--- src/rtl/dram_seq_pkg.sv ---
`timescale 1ns/1ps
package dram_seq_pkg;
  // bit 0 ras_early, bit 1 col3, bit 2 dram_en, bit 3 burst, 7:4 spare
  typedef struct packed {
    logic [3:0] spare;
    logic       burst;
    logic       dram_en;
    logic       col3;
    logic       ras_early;
  } ctl_t;

  typedef enum logic [2:0] {
    ST_IDLE,
    ST_NORM,
    ST_PRE,
    ST_ROW,
    ST_COL
  } st_e;
endpackage

--- src/rtl/dram_seq_regs.sv ---
`timescale 1ns/1ps
module dram_seq_regs
  import dram_seq_pkg::*;
(
  input  logic       clk_i,
  input  logic       rst_ni,
  input  logic       wr_en_i,
  input  logic [7:0] wr_data_i,
  output logic [7:0] rd_data_o,
  output logic       ras_early_o,
  output logic       col3_o,
  output logic       dram_en_o,
  output logic       burst_o
);
  ctl_t ctl_q;

  always_ff @(posedge clk_i or negedge rst_ni) begin
    if (!rst_ni)      ctl_q <= '0;
    else if (wr_en_i) ctl_q <= ctl_t'(wr_data_i);
  end

  assign rd_data_o   = ctl_q;
  assign ras_early_o = ctl_q.ras_early;
  assign col3_o      = ctl_q.col3;
  assign dram_en_o   = ctl_q.dram_en;
  assign burst_o     = ctl_q.burst;


  spare_hold_chk: assert property (@(posedge clk_i) disable iff (!rst_ni)
    !wr_en_i |=> $stable(rd_data_o));
endmodule

--- src/rtl/dram_seq_addr.sv ---
`timescale 1ns/1ps
module dram_seq_addr
  import dram_seq_pkg::*;
#(
  parameter int ADDR_W    = 12,
  parameter int AREA_W    = 2,
  parameter int COL_W     = 5,
  parameter int ROW_W     = 5,
  parameter int DA_W      = 5,
  parameter int DRAM_AREA = 2
) (
  input  logic [ADDR_W-1:COL_W]        req_hi_i,
  input  logic [ADDR_W-AREA_W-1:0]     acc_addr_i,
  input  logic [ROW_W-1:0]             open_row_i,
  input  st_e                          state_i,
  input  logic                         dram_en_i,
  output logic                         in_dram_o,
  output logic                         row_hit_o,
  output logic [DA_W-1:0]              dram_addr_o
);
  logic [ROW_W-1:0] acc_row;
  logic [COL_W-1:0] acc_col;

  assign in_dram_o = dram_en_i &&
                     (req_hi_i[ADDR_W-1 -: AREA_W] == AREA_W'(DRAM_AREA));
  assign row_hit_o = (req_hi_i[COL_W +: ROW_W] == open_row_i);

  assign acc_row = acc_addr_i[COL_W +: ROW_W];
  assign acc_col = acc_addr_i[COL_W-1:0];

  always_comb begin
    unique case (state_i)
      ST_PRE, ST_ROW: dram_addr_o = DA_W'(acc_row);
      ST_COL:         dram_addr_o = DA_W'(acc_col);
      default:        dram_addr_o = '0;
    endcase
  end
endmodule

--- src/rtl/dram_seq_ctrl.sv ---
`timescale 1ns/1ps
module dram_seq_ctrl
  import dram_seq_pkg::*;
#(
  parameter int ADDR_W = 12,
  parameter int DATA_W = 8,
  parameter int COL_W  = 5,
  parameter int ROW_W  = 5
) (
  input  logic              clk_i,
  input  logic              rst_ni,
  input  logic              req_i,
  input  logic              we_i,
  input  logic [ADDR_W-1:0] addr_i,
  input  logic [DATA_W-1:0] wdata_i,
  input  logic [DATA_W-1:0] mem_rdata_i,
  input  logic              in_dram_i,
  input  logic              row_hit_i,
  input  logic              cfg_ras_early_i,
  input  logic              cfg_col3_i,
  input  logic              cfg_burst_i,
  output st_e               state_o,
  output logic [1:0]        col_cnt_o,
  output logic              ras_early_o,
  output logic              open_o,
  output logic              write_o,
  output logic [ADDR_W-1:0] addr_o,
  output logic [DATA_W-1:0] wdata_o,
  output logic [ROW_W-1:0]  open_row_o,
  output logic              ready_o,
  output logic              done_o,
  output logic [DATA_W-1:0] rdata_o
);
  st_e               state_q;
  logic [1:0]        col_cnt_q, col_last;
  logic              ras_early_q, col3_q, burst_q;
  logic              open_q, write_q, done_q;
  logic [ADDR_W-1:0] addr_q;
  logic [DATA_W-1:0] wdata_q, rdata_q;
  logic [ROW_W-1:0]  open_row_q;

  assign col_last = col3_q ? 2'd2 : 2'd1;

  always_ff @(posedge clk_i or negedge rst_ni) begin
    if (!rst_ni) begin
      state_q     <= ST_IDLE;
      col_cnt_q   <= '0;
      ras_early_q <= 1'b0;
      col3_q      <= 1'b0;
      burst_q     <= 1'b0;
      open_q      <= 1'b0;
      write_q     <= 1'b0;
      done_q      <= 1'b0;
      addr_q      <= '0;
      wdata_q     <= '0;
      rdata_q     <= '0;
      open_row_q  <= '0;
    end else begin
      done_q <= 1'b0;
      unique case (state_q)
        ST_IDLE: begin
          open_q <= 1'b0; // page survives only the done state
          if (req_i) begin
            addr_q      <= addr_i;
            write_q     <= we_i;
            wdata_q     <= wdata_i;
            ras_early_q <= cfg_ras_early_i;
            col3_q      <= cfg_col3_i;
            burst_q     <= cfg_burst_i;
            col_cnt_q   <= '0;
            if (!in_dram_i)                            state_q <= ST_NORM;
            else if (open_q && cfg_burst_i && row_hit_i) state_q <= ST_COL;
            else if (open_q)                           state_q <= ST_PRE;
            else                                       state_q <= ST_ROW;
          end
        end
        ST_NORM: begin
          state_q <= ST_IDLE;
          done_q  <= 1'b1;
          if (!write_q) rdata_q <= mem_rdata_i;
        end
        ST_PRE: state_q <= ST_ROW;
        ST_ROW: begin
          state_q   <= ST_COL;
          col_cnt_q <= '0;
        end
        ST_COL: begin
          if (col_cnt_q == col_last) begin
            state_q    <= ST_IDLE;
            done_q     <= 1'b1;
            open_q     <= burst_q;
            open_row_q <= addr_q[COL_W +: ROW_W];
            if (!write_q) rdata_q <= mem_rdata_i;
          end else begin
            col_cnt_q <= col_cnt_q + 2'd1;
          end
        end
        default: state_q <= ST_IDLE;
      endcase
    end
  end

  assign state_o     = state_q;
  assign col_cnt_o   = col_cnt_q;
  assign ras_early_o = ras_early_q;
  assign open_o      = open_q;
  assign write_o     = write_q;
  assign addr_o      = addr_q;
  assign wdata_o     = wdata_q;
  assign open_row_o  = open_row_q;
  assign ready_o     = (state_q == ST_IDLE);
  assign done_o      = done_q;
  assign rdata_o     = rdata_q;


  done_pulse_chk: assert property (@(posedge clk_i) disable iff (!rst_ni)
    done_q |=> !done_q);

  cfg_hold_chk: assert property (@(posedge clk_i) disable iff (!rst_ni)
    (state_q == ST_COL && $past(state_q) == ST_COL) |->
      ($stable(col3_q) && $stable(burst_q) && $stable(ras_early_q)));

  col_bound_chk: assert property (@(posedge clk_i) disable iff (!rst_ni)
    (state_q == ST_COL) |-> (col_cnt_q <= (col3_q ? 2'd2 : 2'd1)));

  pre_to_row_chk: assert property (@(posedge clk_i) disable iff (!rst_ni)
    (state_q == ST_PRE) |=> (state_q == ST_ROW));
endmodule

--- src/rtl/dram_seq_strobe.sv ---
`timescale 1ns/1ps
module dram_seq_strobe
  import dram_seq_pkg::*;
#(
  parameter int DATA_W = 8
) (
  input  logic              clk_i,
  input  logic              rst_ni,
  input  st_e               state_i,
  input  logic [1:0]        col_cnt_i,
  input  logic              ras_early_i,
  input  logic              open_i,
  input  logic              write_i,
  input  logic [DATA_W-1:0] wdata_i,
  output logic              ras_n_o,
  output logic              cas_n_o,
  output logic              we_n_o,
  output logic              oe_n_o,
  output logic              norm_sel_o,
  output logic [DATA_W-1:0] mem_wdata_o
);
  logic half_q, col_act, cas_on, ras_on;

  // late RAS: captured on the falling edge inside the row state
  always_ff @(negedge clk_i or negedge rst_ni) begin
    if (!rst_ni) half_q <= 1'b0;
    else         half_q <= (state_i == ST_ROW);
  end

  assign col_act = (state_i == ST_COL);
  assign cas_on  = col_act && (col_cnt_i != 2'd0);
  assign ras_on  = ((state_i == ST_ROW) && ras_early_i) || col_act ||
                   ((state_i == ST_IDLE) && open_i);

  assign ras_n_o     = !(ras_on || half_q);
  assign cas_n_o     = !cas_on;
  assign we_n_o      = !(col_act && write_i);
  assign oe_n_o      = !(cas_on && !write_i);
  assign norm_sel_o  = (state_i == ST_NORM);
  assign mem_wdata_o = wdata_i;


  cas_needs_ras_chk: assert property (@(posedge clk_i) disable iff (!rst_ni)
    !cas_n_o |-> !ras_n_o);

  read_oe_chk: assert property (@(posedge clk_i) disable iff (!rst_ni)
    (!cas_n_o && we_n_o) |-> !oe_n_o);

  wdata_hold_chk: assert property (@(posedge clk_i) disable iff (!rst_ni)
    (!cas_n_o && !we_n_o && $past(!cas_n_o)) |-> $stable(mem_wdata_o));

  norm_quiet_chk: assert property (@(posedge clk_i) disable iff (!rst_ni)
    norm_sel_o |-> (ras_n_o && cas_n_o && we_n_o && oe_n_o));
endmodule

--- src/rtl/dram_seq.sv ---
`timescale 1ns/1ps
module dram_seq
  import dram_seq_pkg::*;
#(
  parameter  int ADDR_W    = 12,
  parameter  int DATA_W    = 8,
  parameter  int AREA_W    = 2,
  parameter  int COL_W     = 5,
  parameter  int DRAM_AREA = 2,
  localparam int ROW_W     = ADDR_W - AREA_W - COL_W,
  localparam int DA_W      = (ROW_W > COL_W) ? ROW_W : COL_W
) (
  input  logic              clk_i,
  input  logic              rst_ni,
  input  logic              reg_we_i,
  input  logic [7:0]        reg_wdata_i,
  output logic [7:0]        reg_rdata_o,
  input  logic              req_i,
  input  logic              we_i,
  input  logic [ADDR_W-1:0] addr_i,
  input  logic [DATA_W-1:0] wdata_i,
  output logic              ready_o,
  output logic              done_o,
  output logic [DATA_W-1:0] rdata_o,
  input  logic [DATA_W-1:0] mem_rdata_i,
  output logic [DATA_W-1:0] mem_wdata_o,
  output logic [DA_W-1:0]   dram_addr_o,
  output logic              ras_n_o,
  output logic              cas_n_o,
  output logic              we_n_o,
  output logic              oe_n_o,
  output logic              norm_sel_o,
  output logic [ADDR_W-1:0] norm_addr_o
);
  logic              c_ras_early, c_col3, c_dram_en, c_burst;
  logic              in_dram, row_hit, act_ras_early, open_pg, write_q;
  st_e               state;
  logic [1:0]        col_cnt;
  logic [ADDR_W-1:0] acc_addr;
  logic [DATA_W-1:0] acc_wdata;
  logic [ROW_W-1:0]  open_row;

  dram_seq_regs u_regs (
    .clk_i       (clk_i),
    .rst_ni      (rst_ni),
    .wr_en_i     (reg_we_i),
    .wr_data_i   (reg_wdata_i),
    .rd_data_o   (reg_rdata_o),
    .ras_early_o (c_ras_early),
    .col3_o      (c_col3),
    .dram_en_o   (c_dram_en),
    .burst_o     (c_burst)
  );

  dram_seq_addr #(
    .ADDR_W(ADDR_W), .AREA_W(AREA_W), .COL_W(COL_W), .ROW_W(ROW_W),
    .DA_W(DA_W), .DRAM_AREA(DRAM_AREA)
  ) u_addr (
    .req_hi_i    (addr_i[ADDR_W-1:COL_W]),
    .acc_addr_i  (acc_addr[ADDR_W-AREA_W-1:0]),
    .open_row_i  (open_row),
    .state_i     (state),
    .dram_en_i   (c_dram_en),
    .in_dram_o   (in_dram),
    .row_hit_o   (row_hit),
    .dram_addr_o (dram_addr_o)
  );

  dram_seq_ctrl #(
    .ADDR_W(ADDR_W), .DATA_W(DATA_W), .COL_W(COL_W), .ROW_W(ROW_W)
  ) u_ctrl (
    .clk_i           (clk_i),
    .rst_ni          (rst_ni),
    .req_i           (req_i),
    .we_i            (we_i),
    .addr_i          (addr_i),
    .wdata_i         (wdata_i),
    .mem_rdata_i     (mem_rdata_i),
    .in_dram_i       (in_dram),
    .row_hit_i       (row_hit),
    .cfg_ras_early_i (c_ras_early),
    .cfg_col3_i      (c_col3),
    .cfg_burst_i     (c_burst),
    .state_o         (state),
    .col_cnt_o       (col_cnt),
    .ras_early_o     (act_ras_early),
    .open_o          (open_pg),
    .write_o         (write_q),
    .addr_o          (acc_addr),
    .wdata_o         (acc_wdata),
    .open_row_o      (open_row),
    .ready_o         (ready_o),
    .done_o          (done_o),
    .rdata_o         (rdata_o)
  );

  dram_seq_strobe #(.DATA_W(DATA_W)) u_strobe (
    .clk_i       (clk_i),
    .rst_ni      (rst_ni),
    .state_i     (state),
    .col_cnt_i   (col_cnt),
    .ras_early_i (act_ras_early),
    .open_i      (open_pg),
    .write_i     (write_q),
    .wdata_i     (acc_wdata),
    .ras_n_o     (ras_n_o),
    .cas_n_o     (cas_n_o),
    .we_n_o      (we_n_o),
    .oe_n_o      (oe_n_o),
    .norm_sel_o  (norm_sel_o),
    .mem_wdata_o (mem_wdata_o)
  );

  assign norm_addr_o = acc_addr;
endmodule

--- config.mk ---
export PLATFORM = sky130hd
export DESIGN_NAME = dram_seq
export DESIGN_NICKNAME = d
export VERILOG_FILES = /design/src/rtl/dram_seq_pkg.sv /design/src/rtl/dram_seq_regs.sv /design/src/rtl/dram_seq_addr.sv /design/src/rtl/dram_seq_ctrl.sv /design/src/rtl/dram_seq_strobe.sv /design/src/rtl/dram_seq.sv
export SDC_FILE = /design/constraint.sdc
export NUM_CORES = 1
export LEC_CHECK = 0
export ABC_AREA = 0
export BUFFER_PORTS_ARGS = -buffer_cell sky130_fd_sc_hd__buf_2
export CORE_UTILIZATION = 45
export CTS_CLUSTER_DIAMETER = 150
export CTS_CLUSTER_SIZE = 8
export DETAILED_ROUTE_END_ITERATION = 16
export PLACE_DENSITY_LB_ADDON = 0.12
export SLEW_MARGIN = 0
export SYNTH_ARGS = -nofsm -noshare
export SYNTH_HDL_FRONTEND = slang
export SYNTH_SLANG_ARGS = --single-unit
--- constraint.sdc ---
create_clock -name clk_i -period 4.8 [get_ports clk_i]
set_input_delay 0.24 -clock clk_i [delete_from_list [all_inputs] [get_ports clk_i]]
set_output_delay 0.24 -clock clk_i [all_outputs]
set_load 0.01 [all_outputs]
; ---- Yosys cells after proc, flatten, opt, wreduce, memory -nomap -nowiden
; Index checks and enable logic that the tools add are counted.
[op_classes]
mux = 18
n_eq_ne = 10
reduce_logical = 28
n_addsub = 1
[op_table]
columns = cell, n
row1 = $mux 8, 2
row2 = $pmux 8 s2, 1
row3 = $mux 3, 4
row4 = $pmux 3 s4, 1
row5 = $pmux 5 s2, 1
row6 = $reduce_and 2->1, 5
row7 = $logic_and 1x1->1, 8
row8 = $eq 3x2->1 const B, 2
row9 = $mux 2, 3
row10 = $ne 2x2->1 const B, 3
row11 = $pmux 2 s3, 1
row12 = $reduce_bool 2->1, 3
row13 = $eq 5x5->1, 1
row14 = $logic_not 1->1, 5
row15 = $pmux 1 s2, 2
row16 = $eq 3x1->1 const B, 1
row17 = $eq 3x3->1 const B, 1
row18 = $logic_not 3->1, 1
row19 = $logic_or 1x1->1, 3
row20 = $mux 1, 3
row21 = $reduce_and 3->1, 1
row22 = $reduce_bool 3->1, 1
row23 = $add 2x1->2 const B, 1
row24 = $eq 2x2->1, 1
row25 = other kinds (2), 2
[word_totals]
elab_cells = 75
out_inout_bits = 48
reg_bits = 53

; ---- Longest topological paths before layout
; Gate-level depths: netlist of run 1.
[depth]
word_depth = 6
mapped_depth = 7

; ---- Modules after synthesis
; A second synthesis of run 1 with hierarchy kept.
[unflattened]
hier_cells = 180
area_unflattened_um2 = 2512.4
[by_module_without_submodules]
columns = module, area_each_um2, seq_area_each_um2, instances, cells_per_inst
row1 = dram_seq_ctrl, 1863.0, 1101.1, 1, 125
row2 = dram_seq_regs, 361.6, 200.2, 1, 21
row3 = dram_seq_strobe, 151.4, 25.0, 1, 18
row4 = dram_seq_addr, 136.4, 0.0, 1, 16

==> flow_metrics.py, run 1 <==
metrics = {
    "placement": {
        "port_buffers": 88,
        "place_area_um2": 2880,
        "pre_cts_slack_ns": 1.19,
        "finalWeightedCongestion": 0.825,
        "place_inst": 343,
        "place_hpwl_um": 3510,
    },
    "floorplanning": {
        "fp.dieW_um": 75.4,
        "dieArea_um2": 5680,
        "ios": 89,
        "fp.dieH_um": 75.4,
        "row_count": 26,
        "initial_core_util_pct": 47.2,
        "core_um2": 5140,
    },
    "detailed_routing": {
        "drc": 0,
        "drtIter0Drc": 116,
        "vias_per_cell": 5.24,
        "antenna_left": 0,
        "drt_pass1_iterations": 4,
        "wire_per_inst_um": 13.8,
        "wirelength_um": 4860,
        "num_vias": 1840,
    },
    "power_and_ir_drop": {
        "vdd.ir_drop.worst_mv": 0.291,
        "switching_share_pct": 36.2,
        "power_density_nw_per_um2": 612,
        "combPwrFrac_pct": 42.5,
        "seqPwrFrac_pct": 41.6,
        "finalPower_w": 0.00183,
        "p_sw_w": 0.000661,
        "p_int_w": 0.00117,
        "clkPwrFrac_pct": 15.9,
        "total_leakage_power_nw": 1.43,
    },
    "timing": {
        "fin_tns_setup_ns": 0,
        "clock_skew_ns": 0.00679,
        "hold_viol_final": 0,
        "relSlewSlack_pct": 56.7,
        "worst_pin_slew_ns": 0.649,
        "setup_ws_ns": 1.20,
        "rsz0062_at_grt": "no",
        "setup_viol": 0,
        "finalMaxSlewViolations": 0,
    },
    "clocking": {
        "cts_tree": "built",
        "cts-buffers-inserted": 5,
        "cts_setup_buffers": 0,
        "clkTransAtPathRegs_ns": 0.09,
        "clk_latency_ns": 0.30,
        "htreeDepth": 2,
        "cts-resized-gates": 0,
        "cts_hold_buffers": 0,
        "clock-root-buffer": "clkbuf_8",
        "cts_buffer_depth": 2,
        "clock-sinks": 53,
    },
    "setup_path": {
        "rrSetupSlack_ns": 1.21,
        "arrival_ns": 3.36,
        "critical_path.endpoint_type": "output pin",
        "path_class": "reg -> out",
        "worst-path-max-fanout": 1,
        "worstPathRequired_ns": 4.56,
        "worstSetupStartpointType": "register",
    },
    "cells_and_area": {
        "num_antenna_cells": 0,
        "fin_cells": 351,
        "area_growth_pct": 23.2,
        "drive_above_1_share_pct": 47.0,
        "nNetsFinal": 322,
        "fill_cells": 474,
        "fin_area_um2": 2990,
        "final_cell_mix": "buf_2 (88), dfrtp_1 (52), mux2_2 (33)",
        "final_common_cell": "buf_2",
    },
    "yosys": {
        "syn_area_per_cell_um2": 12.3,
        "yosys.cell_types.count": 40,
        "synth-seq-cells": 53,
        "syn_area_um2": 2420,
        "syn_nets": 239,
        "yosysSeqAreaShare_pct": 54.7,
        "syn_inst": 197,
        "yosys_warnings": 0,
    },
    "global_route": {
        "grt_pass1_wl_um": 7870,
        "grt_pass1_vias": 1777,
        "overflow": 0,
        "antenna_found_initial": 0,
        "grt_use_total_pct": 18.7,
        "grt_max_degree": 53,
    },
    "status": {
        "status": "completed",
    },
    "job": {
        "drv_cap": 0,
    },
    "hold_path": {
        "hp-class": "in -> async",
    },
}
==> synthesized netlist by cell type (all sizes together) <==
cell type	count	area share, %
a21o	1	0.31
a31o	1	0.36
a22o	5	1.8
nor3b	1	0.31
o221a	8	3.7
xnor2	3	1.1
and2	2	0.52
inv	4	0.62
nor3	2	0.41
o21bai	1	0.31
or2b	1	0.31
ha	1	0.52
xor2	2	0.72
nand3	2	0.41
a211oi	1	0.31
or3	2	0.52
nand3b	2	0.62
and3b	1	0.36
o22ai	1	0.26
or2	4	1.0
nor2b	1	0.26
mux2	37	17
dfrtn	1	1.0
nand2b	1	0.26
clkbuf	6	0.93
o32ai	2	0.72
or3b	1	0.36
maj3	1	0.41
dfrtp	52	54
a2bb2oi	1	0.36
nor4	1	0.26
a21oi	18	3.7
nor2	14	2.2
a211o	1	0.36
buf	8	2.7
nand2	7	1.1
==> worst paths after layout <==
| check | from | to | depth (start not counted) |
|---|---|---|---|
| hold / removal | rst_ni | u_regs.col3_o$_DFFE_PN0P_ | 2 |
| setup / recovery | u_strobe.half_q$_DFF_NN0_ | ras_n_o | 2 |
| min in group clk_i | addr_i[3] | u_ctrl.addr_o[3]$_DFFE_PN0P_ | 2 |
| max in group asynchronous | rst_ni | u_strobe.half_q$_DFF_NN0_ | 1 |
| hold reg to reg | u_ctrl.wdata_o[6]$_DFFE_PN0P_ | u_ctrl.wdata_o[6]$_DFFE_PN0P_ | 1 |
| setup reg to reg | u_ctrl.state_o[2]$_DFFE_PN0P_ | u_strobe.half_q$_DFF_NN0_ | 2 |
==> cell families after synthesis <==
logic type	after synthesis	share of synthesized area [%]
flip-flops	53	54.7
AND/OR/NAND/NOR	42	8.88
AO/OA/AOI/OAI	40	12.2
multiplexers	37	17.2
buffers and inverters	18	4.23
XOR/XNOR	5	1.81
adder cells (fa/ha/maj)	2	0.929
==> sequential cells by signal, indices dropped and copies added (netlist names), 2 cells and up <==
signal,count
u_ctrl.wdata_o,8
u_ctrl.open_row_o,5
u_ctrl.addr_o,12
u_ctrl.rdata_o,8
u_ctrl.col_cnt_o,2
u_ctrl.state_o,3
u_regs.rd_data_o,4
==> stage by stage <==
step | hold WS [ns] | util, %
floorplan | -0.0556 | -
global placement | 0.445 | 56.0
detailed placement | 0.438 | 56.0
CTS | 0.0940 | 58.1
global route | 0.134 | 58.1
finish | 0.0777 | 58.1
==> worst max-delay path, stage by stage (launching register included) <==
cell and delay (ns):
dfrtn_1 0.34, a211oi_1 0.16, buf_2 0.17
==> power by group through the flow <==
stage / Clock, W / Combinational (W) / Sequential [W]
after floorplan: 0 / 0.000486 / 0.000791
after global placement: 0 / 0.000775 / 0.000761
after detailed placement: 0 / 0.000778 / 0.000771
after CTS: 0.000307 / 0.000781 / 0.000763
after global routing: 0.000319 / 0.000864 / 0.000787
final: 0.000291 / 0.000776 / 0.000760
==> routing by layer <==
layer | wire, µm | share of wire (%) | up-vias | track usage [%]
li1 | - | - | 870 | -
met1 | 2190 | 45 | 899 | 24.2
met2 | 2290 | 47 | 66 | 30.6
met3 | 305 | 6.3 | 5 | 4.37
met4 | 73 | 1.5 | 0 | 7.61
met5 | 0 | 0 | - | 0
==> area by class of cell <==
type                       instances  area, µm²  area share, %
sequential                        53       1330           44.4
clock buffer                       6       72.6           2.43
inverter                           4       15.0          0.503
timing repair buffer              90        455           15.2
multi-input combinational        126        995           33.3
tap                               70       87.6           2.93
clock inverter                     2       35.0           1.17
Note: power is estimated with default switching activity, not from simulation.
==> run 2: changes to the inputs <==
--- a/config.mk
+++ b/config.mk
@@ -7,7 +7,7 @@
 export LEC_CHECK = 0
 export ABC_AREA = 0
 export BUFFER_PORTS_ARGS = -buffer_cell sky130_fd_sc_hd__buf_2
-export CORE_UTILIZATION = 45
+export CORE_UTILIZATION = 44
 export CTS_CLUSTER_DIAMETER = 150
 export CTS_CLUSTER_SIZE = 8
 export DETAILED_ROUTE_END_ITERATION = 16
==> constraint.sdc (replaced) <==
create_clock -name clk_i -period 3.1 [get_ports clk_i]
set_input_delay 0.155 -clock clk_i [delete_from_list [all_inputs] [get_ports clk_i]]
set_output_delay 0.155 -clock clk_i [all_outputs]
set_load 0.01 [all_outputs]
==> flow_metrics.py, run 2 (same netlist as run 1, synthesis figures left out) <==
metrics = {
    "timing": {
        "relSlewSlack_pct": 56.8,
        "setup_viol": 0,
        "rsz0062_at_grt": "no",
        "whs_ns": -0.0138,
        "fin_tns_setup_ns": 0,
        "finalMaxSlewViolations": 0,
        "worst_pin_slew_ns": 0.648,
        "clock_skew_ns": 0.00713,
        "setup_ws_ns": 0.430,
        "hold_viol_final": 21,
    },
    "detailed_routing": {
        "antenna_left": 0,
        "drc": 0,
        "drt_pass1_iterations": 4,
        "wirelength_um": 4830,
        "num_vias": 1803,
        "vias_per_cell": 5.12,
        "wire_per_inst_um": 13.7,
        "drtIter0Drc": 61,
    },
    "setup_path": {
        "cp.depth": 2,
        "r2r-start": "u_ctrl.state_o[0]$_DFFE_PN0P_",
        "critical_path.endpoint_type": "output pin",
        "crit_path_max_incr_delay_ns": 0.34,
        "worstSetupStartpointType": "register",
        "cp_slowest_cell": "dfrtn_1",
        "r2r_end": "u_strobe.half_q$_DFF_NN0_",
        "rrSetupSlack_ns": 0.56,
        "critPathBufInv": 1,
        "cp-startpoint": "u_strobe.half_q$_DFF_NN0_",
        "crit_chain": "a211oi_1 -> buf_2",
        "path_class": "reg -> out",
        "ff2ff_path_depth": 1,
        "worst-path-max-fanout": 1,
        "arrival_ns": 2.51,
        "crit_end": "ras_n_o",
        "critical-path-top-delay-family": "flip-flops",
        "worstPathRequired_ns": 2.94,
    },
    "status": {
        "status": "complete, but fails checks",
        "violations": "hold timing",
    },
    "clocking": {
        "htreeDepth": 2,
        "cts_tree": "built",
        "clock-sinks": 53,
        "cts-resized-gates": 0,
        "clock-root-buffer": "clkbuf_8",
        "cts_hold_buffers": 0,
        "cts-buffers-inserted": 5,
        "clkTransAtPathRegs_ns": 0.09,
        "cts_setup_buffers": 0,
        "clk_latency_ns": 0.30,
        "cts_buffer_depth": 2,
    },
    "power_and_ir_drop": {
        "total_leakage_power_nw": 1.42,
        "vdd.ir_drop.worst_mv": 0.450,
        "power_density_nw_per_um2": 925,
        "finalPower_w": 0.00275,
    },
    "placement": {
        "place_area_um2": 2890,
        "pre_cts_slack_ns": 0.566,
        "finalWeightedCongestion": 0.757,
        "place_hpwl_um": 3420,
        "port_buffers": 88,
    },
    "hold_path": {
        "hp-class": "in -> async",
    },
    "cells_and_area": {
        "largest_reg_flops": 12,
        "area_growth_pct": 22.6,
        "num_antenna_cells": 0,
        "drive_above_1_share_pct": 46.8,
        "fin_area_um2": 2970,
        "final_common_cell": "buf_2",
        "final_cell_mix": "buf_2 (88), dfrtp_1 (52), mux2_2 (33)",
        "nNetsFinal": 323,
    },
    "job": {
        "drv_cap": 0,
    },
    "floorplanning": {
        "row_count": 26,
        "initial_core_util_pct": 46.6,
        "dieArea_um2": 5810,
        "fp.dieW_um": 76.2,
        "ios": 89,
        "core_um2": 5200,
        "fp.dieH_um": 76.2,
    },
    "global_route": {
        "grt_pass1_vias": 1761,
        "grt_use_total_pct": 17.6,
        "grt_max_degree": 53,
        "grt_pass1_wl_um": 8080,
        "overflow": 0,
        "antenna_found_initial": 0,
    },
}
-- run 2: per-stage QoR --
step / hold slack, ns / util (%) / instances
2_1_floorplan: -0.141 / - / 197
3_3_place_gp: 0.354 / 55.5 / 344
3_5_place_dp: 0.351 / 55.5 / 344
4_1_cts: 0.0124 / 57.1 / 352
5_1_grt: 0.0357 / 57.1 / 352
6_report: -0.0138 / 57.1 / 352
-- run 2: cell type report --
class / instances / area, µm²
Clock buffer: 7 / 76.3
Clock inverter: 1 / 7.51
Fill cell: 465 / 2230
Inverter: 4 / 15.0
Multi-Input combinational cell: 126 / 995
Sequential cell: 53 / 1330
Tap cell: 70 / 87.6
Timing Repair Buffer: 91 / 463
-- run 2: power breakdown --
part           total (W)  internal, W  switching (W)  leakage [nW]
logic            0.00121     0.000615       0.000592         0.726
clock network   0.000374     0.000160       0.000214        0.0385
registers        0.00117     0.000956       0.000210         0.651
-- run 2: metal layers --
layer | vias up | GRT usage (%) | share of wire [%]
li1 | 876 | - | -
met1 | 866 | 22.9 | 45
met2 | 56 | 28.6 | 47
met3 | 5 | 5.15 | 6.6
met4 | 0 | 5.19 | 1.2
met5 | - | 0 | 0
-- run 2: how the worst min path moves through the flow --
stage,cells after the start,end
2_1_floorplan,0,u_ctrl.addr_o[0]$_DFFE_PN0P_
3_3_place_gp,2,u_regs.col3_o$_DFFE_PN0P_
3_5_place_dp,2,u_regs.col3_o$_DFFE_PN0P_
4_1_cts,2,u_regs.col3_o$_DFFE_PN0P_
5_1_grt,2,u_regs.col3_o$_DFFE_PN0P_
6_report,2,u_ctrl.col3_q$_DFFE_PN0P_
==> run 3: changes to the inputs <==
--- a/config.mk
+++ b/config.mk
@@ -7,6 +7,7 @@
 export LEC_CHECK = 0
 export ABC_AREA = 0
 export BUFFER_PORTS_ARGS = -buffer_cell sky130_fd_sc_hd__buf_2
+export CORE_ASPECT_RATIO = 1.25
 export CORE_UTILIZATION = 44
 export CTS_CLUSTER_DIAMETER = 150
 export CTS_CLUSTER_SIZE = 8
==> flow_metrics.py, run 3 (same netlist as run 1, synthesis figures left out) <==
metrics = {
    "status": {
        "status": "completed",
    },
    "clocking": {
        "cts_setup_buffers": 0,
        "cts_tree": "built",
        "clock-sinks": 53,
        "cts_buffer_depth": 2,
        "clkTransAtPathRegs_ns": 0.09,
        "cts-buffers-inserted": 5,
        "clock-root-buffer": "clkbuf_8",
        "clk_latency_ns": 0.30,
        "htreeDepth": 2,
        "cts_hold_buffers": 0,
        "cts-resized-gates": 0,
    },
    "hold_path": {
        "hp-class": "in -> async",
    },
    "cells_and_area": {
        "final_common_cell": "buf_2",
        "num_antenna_cells": 0,
        "final_cell_mix": "buf_2 (88), dfrtp_1 (52), mux2_2 (33)",
        "largest_reg_flops": 12,
        "fill_cells": 465,
        "drive_above_1_share_pct": 47.2,
        "nNetsFinal": 323,
        "area_growth_pct": 23.3,
    },
    "setup_path": {
        "crit_chain": "a211oi_1 -> buf_2",
        "critical_path.endpoint_type": "output pin",
        "worstSetupStartpointType": "register",
        "cp_slowest_cell": "dfrtn_1",
        "path_class": "reg -> out",
        "worstPathRequired_ns": 2.94,
        "crit_path_max_incr_delay_ns": 0.33,
        "arrival_ns": 2.52,
        "worst-path-max-fanout": 1,
    },
    "timing": {
        "relSlewSlack_pct": 56.0,
        "worst_pin_slew_ns": 0.658,
        "fin_tns_setup_ns": 0,
        "whs_ns": 0.00894,
        "rsz0062_at_grt": "no",
        "clock_skew_ns": 0.00724,
        "finalMaxSlewViolations": 0,
        "setup_viol": 0,
        "hold_viol_final": 0,
    },
    "floorplanning": {
        "ios": 89,
        "core_um2": 5190,
        "row_count": 29,
        "fp.dieW_um": 68.4,
        "fp.dieH_um": 85.0,
        "initial_core_util_pct": 46.7,
        "dieArea_um2": 5810,
    },
    "detailed_routing": {
        "drc": 0,
        "antenna_left": 0,
        "num_vias": 1802,
        "wirelength_um": 4900,
        "vias_per_cell": 5.24,
        "drt_pass1_iterations": 4,
        "drtIter0Drc": 55,
        "wire_per_inst_um": 14.2,
    },
    "global_route": {
        "grt_pass1_vias": 1771,
        "antenna_found_initial": 0,
        "grt_use_total_pct": 18.3,
        "grt_max_degree": 53,
        "overflow": 0,
        "grt_pass1_wl_um": 7950,
    },
    "power_and_ir_drop": {
        "power_density_nw_per_um2": 951,
        "vdd.ir_drop.worst_mv": 0.400,
        "total_leakage_power_nw": 1.43,
    },
    "job": {
        "drv_cap": 0,
    },
    "placement": {
        "finalWeightedCongestion": 0.766,
        "port_buffers": 88,
        "place_hpwl_um": 3540,
    },
}
-- run 3: metal layers --
| layer | vias up | wire, µm | global-route usage [%] | part of all wire (%) |
|---|---|---|---|---|
| met5 | - | 0 | 0 | 0 |
| met1 | 870 | 2210 | 23.5 | 45 |
| met3 | 5 | 270 | 4.70 | 5.5 |
| met2 | 58 | 2360 | 29.6 | 48 |
| met4 | 0 | 57 | 5.68 | 1.2 |
| li1 | 869 | - | - | - |
-- run 3: layout make-up --
type	instances	area [µm²]	area share (%)
multi-input combinational	126	995	33.3
clock inverter	2	38.8	1.30
sequential	53	1330	44.4
timing repair buffer	91	463	15.5
clock buffer	6	72.6	2.43
inverter	4	15.0	0.503
tap	62	77.6	2.60
-- run 3: path summary, 6_finish.rpt --
| path | cells after the start | from | to | slack, ns |
|---|---|---|---|---|
| worst max-delay path | 2 | u_strobe.half_q$_DFF_NN0_ | ras_n_o | 0.42 |
| worst min-delay path | 2 | rst_ni | u_ctrl.rdata_o[4]$_DFFE_PN0P_ | 0.009 |
| worst max register to register | 1 | u_ctrl.state_o[0]$_DFFE_PN0P_ | u_strobe.half_q$_DFF_NN0_ | 0.53 |
| worst min register to register | 1 | u_ctrl.wdata_o[6]$_DFFE_PN0P_ | u_ctrl.wdata_o[6]$_DFFE_PN0P_ | 0.49 |
| max in group asynchronous | 1 | rst_ni | u_strobe.half_q$_DFF_NN0_ | 1.89 |
| min in group clk_i | 2 | wdata_i[6] | u_ctrl.wdata_o[6]$_DFFE_PN0P_ | 0.06 |
-- run 3: where the power goes --
group | switching [W] | internal (W)
clock network | 0.000223 | 0.000243
registers | 0.000215 | 0.000956
logic | 0.000590 | 0.000614
total | 0.00103 | 0.00181
-- run 3: through the flow --
step	utilization [%]	cells	cell area (µm²)	setup WS (ns)	power [W]
6_report	57.6	344	2990	0.420	0.00284
3_5_place_dp	55.4	336	2880	0.573	0.00240
2_1_floorplan	-	197	2420	0.385	0.00198
3_3_place_gp	55.4	336	2880	0.587	0.00238
5_1_grt	57.6	344	2990	0.345	0.00305
4_1_cts	57.6	344	2990	0.415	0.00288
-- run 3: critical path: cells and delay by family, from the launching register on --
| family | cells | cell delay [ns] |
|---|---|---|
| buf+inv | 1 | 0.18 |
| flops | 1 | 0.33 |
| compound gates | 1 | 0.17 |
